===== src/rtl/shuffle_pkg.sv =====
package shuffle_pkg;
    localparam int LANES     = 4;
    localparam int LANE_W    = 8;
    localparam int WORD_W    = LANES * LANE_W;
    localparam int SEL_W     = $clog2(LANES);
    localparam int CTRL_W    = LANES * SEL_W + 1;
    localparam int OPC_W     = 7;
    localparam logic [OPC_W-1:0] OPC_PERMUTE = 7'h07;

    typedef enum logic [1:0] {
        LVL_BASE   = 2'd0,
        LVL_MID    = 2'd1,
        LVL_HIGH   = 2'd2,
        LVL_NEWEST = 2'd3
    } feat_level_e;

    typedef logic [LANE_W-1:0] lane_t;

    typedef struct packed {
        logic                        mirror;
        logic [LANES-1:0][SEL_W-1:0] sel;
    } perm_ctrl_s;

    typedef struct packed {
        logic                    valid;
        logic                    illegal;
        logic [LANES-1:0][LANE_W-1:0] data;
    } perm_result_s;
endpackage


===== src/rtl/shuf_lane_mux.sv =====
module shuf_lane_mux #(
    parameter int LANES  = 4,
    parameter int LANE_W = 8,
    localparam int SEL_W = $clog2(LANES)
) (
    input  logic [LANES*LANE_W-1:0] src_flat,
    input  logic [SEL_W-1:0]        sel,
    output logic [LANE_W-1:0]       lane_out
);
    logic [LANE_W-1:0] lanes [LANES];

    for (genvar i = 0; i < LANES; i++) begin : g_split
        assign lanes[i] = src_flat[i*LANE_W +: LANE_W];
    end

    assign lane_out = lanes[sel];
endmodule


===== src/rtl/shuf_bit_flip.sv =====
module shuf_bit_flip #(
    parameter int LANE_W = 8
) (
    input  logic [LANE_W-1:0] din,
    input  logic              en,
    output logic [LANE_W-1:0] dout
);
    logic [LANE_W-1:0] flipped;

    for (genvar b = 0; b < LANE_W; b++) begin : g_mirror
        assign flipped[b] = din[LANE_W-1-b];
    end

    assign dout = en ? flipped : din;
endmodule


===== src/rtl/shuf_legal_check.sv =====
module shuf_legal_check
    import shuffle_pkg::*;
#(
    parameter int OPC_W_P = OPC_W
) (
    input  logic [OPC_W_P-1:0] opcode,
    input  feat_level_e        level,
    output logic               legal
);
    assign legal = (opcode == OPC_W_P'(OPC_PERMUTE)) && (level == LVL_NEWEST);
endmodule


===== src/rtl/byte_permute_unit.sv =====
module byte_permute_unit
    import shuffle_pkg::*;
#(
    parameter bit REGISTERED = 1'b1
) (
    input  logic              clk,
    input  logic              rst,
    input  logic              in_valid,
    input  logic [WORD_W-1:0] src_word,
    input  logic [CTRL_W-1:0] ctrl_imm,
    input  logic [OPC_W-1:0]  sec_opcode,
    input  logic [1:0]        feat_level,
    output logic              out_valid,
    output logic [WORD_W-1:0] out_word,
    output logic              out_illegal
);
    perm_ctrl_s   ctrl;
    perm_result_s next_res;
    perm_result_s cur_res;
    logic [LANES-1:0][LANE_W-1:0] picked;
    logic [LANES-1:0][LANE_W-1:0] shaped;
    logic legal;

    assign ctrl = perm_ctrl_s'(ctrl_imm);

    for (genvar g = 0; g < LANES; g++) begin : g_lane
        shuf_lane_mux #(.LANES(LANES), .LANE_W(LANE_W)) u_mux (
            .src_flat (src_word),
            .sel      (ctrl.sel[g]),
            .lane_out (picked[g])
        );
        shuf_bit_flip #(.LANE_W(LANE_W)) u_flip (
            .din  (picked[g]),
            .en   (ctrl.mirror),
            .dout (shaped[g])
        );
    end

    shuf_legal_check #(.OPC_W_P(OPC_W)) u_legal (
        .opcode (sec_opcode),
        .level  (feat_level_e'(feat_level)),
        .legal  (legal)
    );

    always_comb begin
        next_res.valid   = in_valid && legal;
        next_res.illegal = in_valid && !legal;
        next_res.data    = next_res.valid ? shaped : '0;
    end

    if (REGISTERED) begin : g_reg
        always_ff @(posedge clk) begin
            if (rst) cur_res <= '0;
            else     cur_res <= next_res;
        end

        assert_exclusive_R5: assert property (@(posedge clk) disable iff (rst)
            !(out_valid && out_illegal));
        assert_latency_R6: assert property (@(posedge clk) disable iff (rst)
            (out_valid || out_illegal) |-> $past(in_valid));
        assert_idle_R7: assert property (@(posedge clk) disable iff (rst)
            !in_valid |=> (!out_valid && !out_illegal && out_word == '0));
        assert_identity_R9: assert property (@(posedge clk) disable iff (rst)
            (in_valid && legal && ctrl_imm == 9'h0E4) |=> (out_valid && out_word == $past(src_word)));
        assert_reset_R8: assert property (@(posedge clk)
            rst |=> (!out_valid && !out_illegal && out_word == '0));
    end else begin : g_comb
        assign cur_res = next_res;
    end

    assign out_valid   = cur_res.valid;
    assign out_illegal = cur_res.illegal;
    assign out_word    = cur_res.data;
endmodule


===== config.mk =====
export PLATFORM = sky130hd
export DESIGN_NAME = byte_permute_unit
export DESIGN_NICKNAME = d
export VERILOG_FILES = /design/src/rtl/shuffle_pkg.sv /design/src/rtl/shuf_lane_mux.sv /design/src/rtl/shuf_bit_flip.sv /design/src/rtl/shuf_legal_check.sv /design/src/rtl/byte_permute_unit.sv
export SDC_FILE = /design/constraint.sdc
export NUM_CORES = 1
export LEC_CHECK = 0
export ABC_CLOCK_PERIOD_IN_PS = 1700
export BUFFER_PORTS_ARGS = -buffer_cell sky130_fd_sc_hd__buf_2
export CORE_UTILIZATION = 45
export DETAILED_ROUTE_END_ITERATION = 10
export GPL_ROUTABILITY_DRIVEN = 0
export PLACE_DENSITY = 0.84
export RECOVER_POWER = 50
export SLEW_MARGIN = 20
export SYNTH_ARGS = -nofsm -noshare
export SYNTH_HDL_FRONTEND = slang
export SYNTH_SLANG_ARGS = --single-unit

===== constraint.sdc =====
create_clock -name clk -period 1.7 [get_ports clk]
set_clock_uncertainty 0.15 [all_clocks]
set_input_delay 0.085 -clock clk [delete_from_list [all_inputs] [get_ports clk]]
set_output_delay 0.085 -clock clk [all_outputs]
set_load 0.1 [all_outputs]

==> impl_metrics.json <==
{
  "critical_path_class": "in -> reg",
  "critical_path.endpoint_type": "register",
  "crit_path_start_kind": "input pin",
  "cts-root-buf": "clkbuf_8",
  "syn_inst": 243,
  "critical_path.max_fanout": 7,
  "post-route-drc-count": 0,
  "fin_tns_setup_ns": 0,
  "clock_tree.buffer_depth": 2,
  "setup_violations": 0,
  "global_route.overflow_total": 0,
  "postSynthRegisterBits": 34,
  "core_area_um2": 5110,
  "io_pins": 87,
  "grt_pass1_vias": 2300,
  "holdCritPathClass": "in -> reg",
  "finalWorstSetupSlack_ns": 0.0372,
  "synth.yosys.seq_area_share_pct": 28.6,
  "static-leakage-power_nw": 1.33,
  "postSynthNetCount": 296,
  "finalMaxSlewViolations": 0,
  "cts.htree.levels": 2,
  "antenna_cells": 0,
  "max-vdd-ir-drop_mv": 0.381,
  "min_period_ns": 1.66,
  "drive_gt1_share_pct": 61.6,
  "dp_hpwl_um": 4980,
  "final_util_pct": 60.1,
  "buffer_ports.inserted": 86,
  "worst_hold_slack_ns": 0.0640,
  "place_worst_setup_slack_ns": -0.211,
  "drt_first_iter_violations": 266,
  "timing.slew.headroom_pct": 63.9,
  "antenna_violations_before_repair": 0,
  "wl_per_cell_um": 17.6,
  "number_of_distinct_library_cells_after_synthesis": 17,
  "std_cell_rows": 26,
  "global_route.usage.total_pct": 24.8,
  "finalHoldViolations": 0,
  "power_density_nw_per_um2": 670,
  "critical_path_arrival_ns": 1.73,
  "synth_area_um2": 2380,
  "die_w_um": 74.8,
  "floorplan.initialDensity_pct": 46.7,
  "layout.cells.most_common_list": "mux2_2, o22ai_1, buf_2, dfxtp_1, clkbuf_2",
  "final_net_count": 375,
  "totalWireLength_um": 6900,
  "fp.dieArea_um2": 5590,
  "rsz0062_at_grt": "false",
  "yosys_warnings": 0,
  "syn_avg_cell_area_um2": 9.81,
  "timing.final.crit_share_pct": 97.8,
  "drv.max_cap_violation_count": 0,
  "global_route_wire_length_before_repair_um": 10200,
  "detailroute.via_count": 2338,
  "ant_nets": 0,
  "p_r_area_growth_vs_syn_pct": 28.8,
  "dr.pass1.iters": 4,
  "cts.sinks": 34,
  "grt_max_degree": 17,
  "clock_pin_slew_on_the_worst_setup_and_hold_paths_ns": 0.07,
  "cts_buffers": 5,
  "highest_clock_frequency_the_design_can_meet_mhz": 601,
  "viasPerCell": 5.95,
  "cts_tree": "yes",
  "critical_path_required_ns": 1.77,
  "outcome": "finished, final reports clean",
  "max_slew.worst_pin.slew_ns": 0.544,
  "die-height_um": 74.8
}
## kinds of logic after synthesis
| logic type | share of synthesized area [%] |
|---|---|
| muxes | 30.2 |
| and+or+nand+nor | 18.6 |
| AOI/OAI and AO/OA | 16.8 |
| buffers and inverters | 5.83 |
| DFF | 28.6 |
## worst paths after layout
kind | cells past startpoint | end | start
worst min-delay path | 4 | out_word[27] | rst
worst max-delay path | 6 | out_word[13] | feat_level[1]
## cells in the mapped netlist
master	count	share of area, %
buf_1	11	1.7
buf_8	3	1.9
clkbuf_1	10	1.6
nand3b_1	1	0.32
o22ai_1	64	17
nand2b_1	9	2.4
nor2_1	1	0.16
dfxtp_1	34	29
nor3_1	4	0.84
or4b_1	1	0.42
mux2_2	64	30
buf_6	1	0.47
inv_1	1	0.16
or4_4	1	0.47
nand2_1	5	0.79
nor3_2	29	12
or2_2	4	1.0
## cell type report
class | count | area (um2)
clock buffer | 5 | 68.8
clock inverter | 3 | 40.0
fill | 421 | 2040
inverter | 1 | 3.75
multi-input combinational | 184 | 1600
sequential | 34 | 681
tap | 70 | 87.6
timing repair buffer | 96 | 593
## report_power, final
group          internal (mW)  total (mW)  leakage [nW]  switching, mW
sequential             0.798       0.798         0.274       0.000326
clock                  0.431       0.738        0.0579          0.307
combinational          0.237       0.522         0.997          0.285
## critical path: stages
cell	delay [ns]
dlygate4sd3_1	0.52
buf_2	0.10
nand2_2	0.06
or4_4	0.59
buf_12	0.19
nor3_4	0.17
## sequential cells by signal, summed over array words and instances (netlist names)
name,flops
out_illegal,1
out_valid,1
out_word,32
## layer usage
layer | GRT usage [%] | vias up | routed length (um)
met4 | 12.8 | 0 | 262
met2 | 43.3 | 119 | 3400
met3 | 5.09 | 24 | 481
li1 | - | 1109 | -
met1 | 28.5 | 1086 | 2760
met5 | 0 | - | 0
## what timing repair did
item	4_1_cts	5_1_grt
hold endpoints to repair	1	0
gates resized for setup	0	6
hold buffers	7	0
setup buffers	0	1
endpoints found under the setup margin	0	15
## stage by stage
step / instances / power, mW / area (um2)
after CTS: 391 / 2.05 / 2990
final: 393 / 2.06 / 3070
after detailed placement: 376 / 1.30 / 2810
after global routing: 393 / 2.12 / 3070
after floorplan: 243 / 1.16 / 2390
after global placement: 376 / 1.29 / 2810
Note: power is estimated with default switching activity, not from simulation.
